==> src/rtl/ea_pkg.sv <==
package ea_pkg;

  // Mode field values; the decode depends on this order.
  typedef enum logic [1:0] {
    EA_MODE_PAGE     = 2'b00,
    EA_MODE_DIRECT   = 2'b01,
    EA_MODE_INDIRECT = 2'b10,
    EA_MODE_BASED    = 2'b11
  } ea_mode_e;

  typedef enum logic [1:0] {
    ST_IDLE    = 2'b00,
    ST_ISSUE   = 2'b01,
    ST_CAPTURE = 2'b10
  } ea_state_e;

endpackage

==> src/rtl/ea_rst_sync.sv <==
module ea_rst_sync #(
  parameter int STAGES = 2
) (
  input  logic clk_i,
  input  logic rst_ni,
  output logic rst_sync_no
);

  logic [STAGES-1:0] sync_q;

  // Assert asynchronously, release after STAGES clock edges.
  always_ff @(posedge clk_i or negedge rst_ni) begin
    if (!rst_ni) begin
      sync_q <= '0;
    end else begin
      sync_q <= {sync_q[STAGES-2:0], 1'b1};
    end
  end

  assign rst_sync_no = sync_q[STAGES-1];

endmodule

==> src/rtl/ea_addr_form.sv <==
module ea_addr_form
  import ea_pkg::*;
#(
  parameter int DATA_W  = 16,
  parameter int PAGE_W  = 9,
  parameter int INDEX_W = 6
) (
  input  logic [DATA_W-1:0] pc_i,
  input  logic [DATA_W-1:0] instr_i,
  input  logic [DATA_W-1:0] base_i,
  input  ea_mode_e          mode_i,
  output logic [DATA_W-1:0] ea_o
);

  localparam int HI_W   = DATA_W - PAGE_W;
  localparam int ZEXT_W = DATA_W - INDEX_W;
  localparam int MODE_LSB = DATA_W - 2;

  logic [DATA_W-1:0] page_addr;
  logic [DATA_W-1:0] based_addr;
  logic [DATA_W-1:0] index_ext;
  logic              unused_bits;

  // Page address is a splice: no carry path from offset into page bits.
  assign page_addr  = {pc_i[DATA_W-1 -: HI_W], instr_i[PAGE_W-1:0]};
  assign index_ext  = {{ZEXT_W{1'b0}}, instr_i[INDEX_W-1:0]};
  // Sum truncated to DATA_W bits: wraps modulo 2^DATA_W.
  assign based_addr = base_i + index_ext;

  assign ea_o = (mode_i == EA_MODE_BASED) ? based_addr : page_addr;

  assign unused_bits = ^{pc_i[PAGE_W-1:0], instr_i[DATA_W-1:MODE_LSB]};

endmodule

==> src/rtl/ea_ctrl.sv <==
module ea_ctrl
  import ea_pkg::*;
#(
  parameter int DATA_W = 16
) (
  input  logic              clk_i,
  input  logic              rst_ni,
  input  logic              req_valid_i,
  input  ea_mode_e          req_mode_i,
  input  logic [DATA_W-1:0] ea_i,
  input  logic [DATA_W-1:0] mem_rdata_i,
  output logic              ready_o,
  output logic              mem_rd_o,
  output logic [DATA_W-1:0] mem_addr_o,
  output logic              res_valid_o,
  output logic [DATA_W-1:0] res_data_o
);

  ea_state_e         state_q, state_d;
  logic              chase_q, chase_d;
  logic [DATA_W-1:0] mar_q, mar_d;
  logic [DATA_W-1:0] mdr_q, mdr_d;
  logic              mar_en, mdr_en;
  logic              vld_q, vld_d;
  logic              accept;

  assign ready_o = (state_q == ST_IDLE) && !vld_q;
  assign accept  = req_valid_i && ready_o;

  // Next-state and datapath-enable logic.
  always_comb begin
    state_d = state_q;
    chase_d = chase_q;
    mar_d   = mar_q;
    mdr_d   = mdr_q;
    mar_en  = 1'b0;
    mdr_en  = 1'b0;
    vld_d   = 1'b0;
    case (state_q)
      ST_IDLE: begin
        if (accept) begin
          if (req_mode_i == EA_MODE_PAGE) begin
            mdr_d  = ea_i;
            mdr_en = 1'b1;
            vld_d  = 1'b1;
          end else begin
            mar_d   = ea_i;
            mar_en  = 1'b1;
            chase_d = (req_mode_i == EA_MODE_INDIRECT);
            state_d = ST_ISSUE;
          end
        end
      end
      ST_ISSUE: begin
        state_d = ST_CAPTURE;
      end
      ST_CAPTURE: begin
        mdr_d  = mem_rdata_i;
        mdr_en = 1'b1;
        if (chase_q) begin
          mar_d   = mem_rdata_i;
          mar_en  = 1'b1;
          chase_d = 1'b0;
          state_d = ST_ISSUE;
        end else begin
          vld_d   = 1'b1;
          state_d = ST_IDLE;
        end
      end
      default: begin
        state_d = ST_IDLE;
      end
    endcase
  end

  always_ff @(posedge clk_i or negedge rst_ni) begin
    if (!rst_ni) begin
      state_q <= ST_IDLE;
      chase_q <= 1'b0;
      vld_q   <= 1'b0;
    end else begin
      state_q <= state_d;
      chase_q <= chase_d;
      vld_q   <= vld_d;
    end
  end

  always_ff @(posedge clk_i or negedge rst_ni) begin
    if (!rst_ni) begin
      mar_q <= '0;
    end else if (mar_en) begin
      mar_q <= mar_d;
    end
  end

  always_ff @(posedge clk_i or negedge rst_ni) begin
    if (!rst_ni) begin
      mdr_q <= '0;
    end else if (mdr_en) begin
      mdr_q <= mdr_d;
    end
  end

  assign mem_rd_o    = (state_q == ST_ISSUE);
  assign mem_addr_o  = mar_q;
  assign res_valid_o = vld_q;
  assign res_data_o  = mdr_q;

  AST_PAGE_ONE_CYCLE: assert property (@(posedge clk_i) disable iff (!rst_ni)
    (accept && req_mode_i == EA_MODE_PAGE) |=> (res_valid_o && !mem_rd_o));

  AST_FIRST_READ: assert property (@(posedge clk_i) disable iff (!rst_ni)
    (accept && req_mode_i != EA_MODE_PAGE) |=> (mem_rd_o && mem_addr_o == $past(ea_i)));

  AST_READ_PULSE: assert property (@(posedge clk_i) disable iff (!rst_ni)
    mem_rd_o |=> !mem_rd_o);

  AST_VALID_PULSE: assert property (@(posedge clk_i) disable iff (!rst_ni)
    res_valid_o |=> !res_valid_o);

  AST_BUSY_DURING_READ: assert property (@(posedge clk_i) disable iff (!rst_ni)
    (mem_rd_o || res_valid_o) |-> !ready_o);

endmodule

==> src/rtl/paged_ea_unit.sv <==
module paged_ea_unit
  import ea_pkg::*;
#(
  parameter int DATA_W     = 16,
  parameter int PAGE_W     = 9,
  parameter int INDEX_W    = 6,
  parameter int RST_STAGES = 2
) (
  input  logic              clk,
  input  logic              rst_n,
  input  logic              req_valid,
  input  logic [DATA_W-1:0] req_pc,
  input  logic [DATA_W-1:0] req_instr,
  input  logic [DATA_W-1:0] req_base,
  output logic              ready,
  output logic              mem_rd,
  output logic [DATA_W-1:0] mem_addr,
  input  logic [DATA_W-1:0] mem_rdata,
  output logic              res_valid,
  output logic [DATA_W-1:0] res_data
);

  localparam int MODE_LSB = DATA_W - 2;

  logic              rst_sync_n;
  ea_mode_e          mode;
  logic [DATA_W-1:0] ea;

  assign mode = ea_mode_e'(req_instr[MODE_LSB +: 2]);

  ea_rst_sync #(
    .STAGES(RST_STAGES)
  ) i_rst_sync (
    .clk_i       (clk),
    .rst_ni      (rst_n),
    .rst_sync_no (rst_sync_n)
  );

  ea_addr_form #(
    .DATA_W  (DATA_W),
    .PAGE_W  (PAGE_W),
    .INDEX_W (INDEX_W)
  ) i_addr_form (
    .pc_i    (req_pc),
    .instr_i (req_instr),
    .base_i  (req_base),
    .mode_i  (mode),
    .ea_o    (ea)
  );

  ea_ctrl #(
    .DATA_W(DATA_W)
  ) i_ctrl (
    .clk_i       (clk),
    .rst_ni      (rst_sync_n),
    .req_valid_i (req_valid),
    .req_mode_i  (mode),
    .ea_i        (ea),
    .mem_rdata_i (mem_rdata),
    .ready_o     (ready),
    .mem_rd_o    (mem_rd),
    .mem_addr_o  (mem_addr),
    .res_valid_o (res_valid),
    .res_data_o  (res_data)
  );

endmodule

==> config.mk <==
export PLATFORM = sky130hd
export DESIGN_NAME = paged_ea_unit
export DESIGN_NICKNAME = d
export VERILOG_FILES = /design/src/rtl/ea_pkg.sv /design/src/rtl/ea_rst_sync.sv /design/src/rtl/ea_addr_form.sv /design/src/rtl/ea_ctrl.sv /design/src/rtl/paged_ea_unit.sv
export SDC_FILE = /design/constraint.sdc
export NUM_CORES = 1
export LEC_CHECK = 0
export BUFFER_PORTS_ARGS = -buffer_cell sky130_fd_sc_hd__buf_2
export CORE_MARGIN = 1.5
export CORE_UTILIZATION = 44
export DETAILED_ROUTE_END_ITERATION = 7
export PLACE_DENSITY_LB_ADDON = 0.08
export SLEW_MARGIN = 20
export SYNTH_ARGS = -nofsm -noshare
export SYNTH_HDL_FRONTEND = slang
export SYNTH_SLANG_ARGS = --single-unit
export TNS_END_PERCENT = 5
==> constraint.sdc <==
create_clock -name clk -period 1.2 [get_ports clk]
set_clock_uncertainty 0.05 [all_clocks]
set_input_delay 0.12 -clock clk [delete_from_list [all_inputs] [get_ports clk]]
set_output_delay 0.12 -clock clk [all_outputs]
set_load 0.01 [all_outputs]
==> results.md, run 1 <==
* CTS tree: built
* Tot GR Track Use at between 20 and 30%
* Std-Cell Rows at 26
* Die area at about 0.006 mm²
* Asr flop ratio synth at 100%
* Clk sink count at 38
* Final Max Slew Viols at 0
* IO Pins at about 100
* Post-route ant nets at 0
* Critical Path Start Type: flip-flop
* Non-filler cells, final at 502
* Cell chain of the critical path: or4b_4, nor2_8, nor2_4, buf_4, a221oi_2, a22oi_1
* First-pass GRT wire length at between 10 and 15 mm
* GP Congestion at 0.834
* Violated checks: negative setup slack
* Worst-Skew Late Latency at just under 0.3 ns
* Syn Nets at around 360
* Hold WC Path Type: primary input to flip-flop
* P per Cell Area at 2000 mW/mm²
* DR vias at 2,634
* Initial Utilization at approximately 47%
* Root Driver: clkbuf_8
* Post-route worst setup slack at -0.612 ns
* RSZ-0062 raised after global routing: yes
* H-tree Lvls at 2
* Worst path slowest cell: or4b_4
* Post-Synthesis Cells at 284
* Wirelength, routed at about 7.4 mm
* Hold path cells at 3
* Final routed DRC violation total at 0
* Die H at between 70 and 80 µm
* Sequential area share after synthesis at 38.9%
* Worst hold slack at between 0.015 and 0.02 ns
* Reg2Reg Depth at 6
* Core Region at ~0.0052 mm²
* Hold Fails Final Rpt at 0
* DPL Wire Length at between 5 and 6 mm
* Clock slew at reported path FFs at roughly 0.080 ns
* CTS buffer count at 5
* Sw power at 2.85 mW
* Leakage Power at around 1.8 nW
* WP depth at 6
* Dominant synthesized flop cell: dfrtp_1
* Warnings, synthesis at 0
* Max Freq at roughly 550 MHz
* Share of cells above drive strength 1 at 43.1%
* Commonest non-fill, non-tap cell in the layout: buf_2
* WP data required at ~1.3 ns
* Synth Cell Area at approximately 0.0024 mm²
* Netlist cell types at 54
* Crit end category: flip-flop
* Total grt overflow at 0
* # diodes at 0
* Setup-failing EPs final at 37
* Number of synthesized flops with an enable pin at 0
* Worst Path Arrival at 1.93 ns
* Inst Count DP at between 400 and 500
* Nets at 505
* Drt wl/cell at about 15 µm
* Maximum vdd ir drop at 0.00105 V
* Crit path time final at between 1.5 and 2 ns
* Syn Area/Cell at roughly 8.6 µm²
* Switching Share at around two fifths
* Clock power frac at between 10% and 20%
* Share of power burned in registers at a little under a third
* Register area at 951 µm²
* PortBufs at 87
* Max-capacitance violation count at 0
* DR pass1 iterations at 4
* Worst Path Buf+Inv at 1
* Longest Clk Path Bufs at 2
* Post-Route Utilization at between 60% and 70%
* Yosys reg bits at 38
* Crit path kind: flip-flop to flip-flop
* Top delay family on crit path: simple AND/OR/NAND/NOR gates
* Outcome: complete, but fails checks
* Fillers at around 460
* Synth-to-layout area growth at 46.9%
* Number of global-route vias before repair at about 2.6k
* Largest net degree at the start of global routing at 37
* Multi-input gate area at 0.00145 mm²
* Via density at ~5.2
* Iter 0 DRT Violations at approximately 140
* Largest fanout on the critical path at 8
* CP peak stage delay at 0.55 ns
* Combinational power share at a little under three fifths
* Commonest non-fill, non-tap cells in the layout: buf_2 (87), buf_4 (61), nand2_1 (41)
* Die Wd at just under 80 µm
* Int Power at 4.33 mW
* Initial antenna violation count at 0
* Fin crit share at 151%
registers in the layout, indices dropped and copies added (netlist names):
name / flops
i_ctrl.res_data_o: 16
i_ctrl.state_q: 2
i_rst_sync.sync_q: 2
i_ctrl.chase_q: 1
i_ctrl.res_valid_o: 1
i_ctrl.mem_addr_o: 16
through the flow:
| step | cell area [µm²] | setup WS [ns] | total power, mW | TNS, ns |
|---|---|---|---|---|
| final | 3590 | -0.612 | 7.19 | -15.57 |
| after CTS | 3570 | -0.633 | 7.15 | -15.87 |
| after global routing | 3590 | -0.672 | 7.73 | -18.56 |
| after floorplan | 2450 | -0.679 | 4.40 | -17.87 |
| after detailed placement | 3410 | -0.935 | 6.05 | -19.28 |
| after global placement | 3410 | -0.951 | 5.97 | -18.78 |
kinds of logic after synthesis:
kind of cell	synth area share, %
multiplexers	4.30
AND/OR/NAND/NOR	21.2
adder cells (fa/ha/maj)	3.89
buffers and inverters	4.04
AO/OA/AOI/OAI	24.0
other	0.153
XOR/XNOR	3.58
flip-flops	38.9
final cells by class:
class,count,area share [%]
timing repair buffer,157,27.9
clock inverter,1,0.139
sequential,38,26.5
tap,70,2.44
clock buffer,7,2.40
inverter,3,0.383
multi-input combinational,226,40.3
repair_timing:
item,CTS,global route
endpoints found under the hold margin,3,0
pin swaps,7,2
endpoints found under the setup margin,37,37
hold buffers,2,0
setup buffers,0,0
resized for setup,23,8
Yosys cell counts, types with 6 or more instances:
cell / count / area share [%]
nand2_1: 43 / 6.6
a31oi_1: 6 / 1.5
xnor2_1: 7 / 2.5
a21oi_1: 24 / 4.9
clkbuf_1: 12 / 1.8
o21ai_0: 21 / 4.3
mux2i_1: 6 / 2.5
dfrtp_1: 38 / 39
nor2_1: 36 / 5.5
ha_1: 6 / 3.1
power groups by stage:
| stage | registers, mW | logic (mW) | clock network (mW) |
|---|---|---|---|
| 2_1_floorplan | 2.50 | 1.90 | 0 |
| 3_3_place_gp | 2.24 | 3.73 | 0 |
| 3_5_place_dp | 2.24 | 3.81 | 0 |
| 4_1_cts | 2.23 | 3.97 | 0.945 |
| 5_1_grt | 2.31 | 4.42 | 1.00 |
| 6_report | 2.23 | 4.02 | 0.932 |
per-layer routing:
metal	wire length, µm	track usage, %	share of wire [%]	vias to the layer above
met3	370	4.59	5.0	10
met5	0	0	0	-
met4	91	7.82	1.2	0
li1	-	-	-	1319
met2	3630	44.0	49	75
met1	3310	33.0	45	1230
final timing paths:
kind                                      start                     to  slack (ns)
hold reg to reg            i_rst_sync.sync_q[1]   i_ctrl.res_data_o[9]        0.19
max in group asynchronous  i_rst_sync.sync_q[1]  i_ctrl.res_data_o[12]        0.72
setup / recovery              i_ctrl.state_q[1]   i_ctrl.mem_addr_o[8]       -0.61
setup reg to reg              i_ctrl.state_q[1]   i_ctrl.mem_addr_o[8]       -0.61
hold / removal                    mem_rdata[10]  i_ctrl.res_data_o[10]        0.02
min in group asynchronous                 rst_n   i_rst_sync.sync_q[1]        0.08
tightest hold or removal path, stage by stage:
cell	delay, ns
buf_2	0.07
nand2_1	0.06
o21ai_1	0.08
No activity file was read; power rests on OpenSTA's default activity.
==> run 2: changes to the inputs <==
--- a/config.mk
+++ b/config.mk
@@ -9,7 +9,7 @@
 export CORE_MARGIN = 1.5
 export CORE_UTILIZATION = 44
 export DETAILED_ROUTE_END_ITERATION = 7
-export PLACE_DENSITY_LB_ADDON = 0.08
+export PLACE_DENSITY_LB_ADDON = 0.25
 export SLEW_MARGIN = 20
 export SYNTH_ARGS = -nofsm -noshare
 export SYNTH_HDL_FRONTEND = slang
==> results.md, run 2 (synthesis gave the netlist of run 1 again) <==
* Iter 0 DRT Violations at 171 (+23%)
* Wirelength, routed at 7.08 mm (-4.3%)
* Maximum vdd ir drop at 0.000890 V (-15%)
* Clock slew at reported path FFs at 0.07 ns (about the same)
* Total grt overflow at 0 (unchanged)
* Die area at 0.00601 mm² (unchanged)
* Share of power burned in registers at 32.2% (+1.1 points)
* Crit path time final at 1.81 ns (+0.00262 ns)
* Final Max Slew Viols at 0 (unchanged)
* Initial antenna violation count at 0 (unchanged)
* Reg-to-reg startpoint: i_ctrl.state_q[0]
* Int Power at 4.18 mW (-3.5%)
* Worst path slowest cell: or4b_4
* HP Start: mem_rdata[9]
* CTS buffer count at 5 (unchanged)
* Share of cells above drive strength 1 at 42.2% (-0.90 points)
* Tot GR Track Use at 24.9% (-0.84 points)
* Core Region at 0.00524 mm² (unchanged)
* Worst Path Arrival at 1.93 ns (about the same)
* Commonest non-fill, non-tap cell in the layout: buf_2
* Initial Utilization at 46.7% (unchanged)
* Max-capacitance violation count at 0 (unchanged)
* CTS tree: built
* Hold Fails Final Rpt at 0 (unchanged)
* Setup-failing EPs final at 37 (unchanged)
* DR pass1 iterations at 5 (+1)
* Post-DP Area at 0.00338 mm² (-0.66%)
* IO Pins at 102 (unchanged)
* Post-route design area at 0.00352 mm² (-1.9%)
* First-pass GRT wire length at 11.9 mm (-2.5%)
* Switching Share at 39.9% (+0.19 points)
* Cell chain of the critical path: or4b_4, nor2_8, nor2_4, buf_4, a221oi_2, o31ai_1
* Via density at 5.43 (+3.5%)
* Crit path kind: flip-flop to flip-flop
* H-tree Lvls at 2 (unchanged)
* Commonest non-fill, non-tap cells in the layout: buf_2 (87), buf_4 (61), nand2_1 (42)
* Nets at 501 (-0.79%)
* Drt wl/cell at 14.2 µm (-3.4%)
* DPL Wire Length at 5.65 mm (-2.4%)
* Sw power at 2.78 mW (-2.8%)
* Critical Path Start Type: flip-flop
* Longest Clk Path Bufs at 2 (unchanged)
* Worst hold slack at 0.0134 ns (-0.00277 ns)
* Dpl ws at -0.939 ns (-0.00479 ns)
* Largest fanout on the critical path at 7 (-1)
* # diodes at 0 (unchanged)
* Worst R2R Setup Slack at -0.61 ns (about the same)
* Final routed DRC violation total at 0 (unchanged)
* WP data required at 1.31 ns (about the same)
* Hold WC Path Type: primary input to flip-flop
* Leakage Power at 1.74 nW (-2.5%)
* Post-route ant nets at 0 (unchanged)
* Worst setup path start: i_ctrl.state_q[0]
* Synth-to-layout area growth at 44.1%
* Clock power frac at 11.9% (-1.1 points)
* Largest net degree at the start of global routing at 37 (unchanged)
* Root Driver: clkbuf_8
* Clk sink count at 38 (unchanged)
* Outcome: complete, but fails checks
* Combinational power share at 55.9% (about the same)
* Post-route worst setup slack at -0.615 ns (-0.00262 ns)
* Fillers at 463 (+0.87%)
* PortBufs at 87 (unchanged)
* Violated checks: negative setup slack
* Crit end category: flip-flop
* Std-Cell Rows at 26 (unchanged)
* CP peak stage delay at 0.57 ns (+0.02 ns)
* Worst-Skew Late Latency at 0.29 ns (about the same)
* GP Congestion at 0.843 (+1.0%)
* Max Freq at 551 MHz (-0.14%)
* DR vias at 2,700 (+2.5%)
* Die Wd at 77.5 µm (unchanged)
* Die H at 77.5 µm (unchanged)
* P per Cell Area at 1970 mW/mm² (-1.4%)
* RSZ-0062 raised after global routing: yes
* Number of global-route vias before repair at 2,595 (-1.5%)
* Fin crit share at 151% (+0.22 points)
## run 2: per-layer routing
layer	global-route usage (%)	wire length [µm]	vias up
met4	8.36	107	0
met5	0	0	-
met2	41.5	3470	94
li1	-	-	1311
met3	4.71	419	10
met1	32.4	3090	1285
## run 2: power by group through the flow
| stage | Clock, mW | Combinational (mW) | Sequential, mW |
|---|---|---|---|
| finish | 0.826 | 3.89 | 2.24 |
| CTS | 0.850 | 3.86 | 2.24 |
| global route | 0.896 | 4.28 | 2.31 |
| global placement | 0 | 3.67 | 2.23 |
| floorplan | 0 | 1.90 | 2.50 |
| detailed placement | 0 | 3.75 | 2.25 |
## run 2: final timing paths
check,depth (start not counted),end
max in group asynchronous,1,i_ctrl.res_data_o[2]
min in group asynchronous,2,i_rst_sync.sync_q[1]
min,3,i_ctrl.res_data_o[9]
max,6,i_ctrl.mem_addr_o[9]
min reg2reg,1,i_ctrl.mem_addr_o[9]
max reg2reg,6,i_ctrl.mem_addr_o[9]
## run 2: worst max-delay path: cells and delay by family (launching register included)
family | cells | cell delay [ns]
AO/OA/AOI/OAI | 2 | 0.33
AND/OR/NAND/NOR | 3 | 0.78
buffers and inverters | 1 | 0.14
flip-flops | 1 | 0.40
## run 2: layout make-up
| class | instances | area (µm²) | area share (%) |
|---|---|---|---|
| Inverter | 3 | 13.8 | 0.391 |
| Tap cell | 70 | 87.6 | 2.49 |
| Sequential cell | 38 | 951 | 27.0 |
| Multi-Input combinational cell | 226 | 1440 | 40.8 |
| Clock buffer | 7 | 76.3 | 2.17 |
| Timing Repair Buffer | 153 | 957 | 27.2 |
## run 2: timing repair
item	CTS	global route
pin swaps	3	3
setup endpoints to repair	37	37
setup buffers	0	0
endpoints found under the hold margin	2	0
resized for setup	9	6
hold buffers	1	0
## run 2: stage by stage
step / cells / util [%] / setup TNS, ns / power (mW)
2_1_floorplan: 284 / - / -17.87 / 4.40
3_3_place_gp: 489 / 64.6 / -19.09 / 5.90
3_5_place_dp: 489 / 64.6 / -19.44 / 6.00
4_1_cts: 497 / 66.9 / -17.56 / 6.94
5_1_grt: 497 / 67.3 / -20.70 / 7.49
6_report: 497 / 67.3 / -17.48 / 6.95
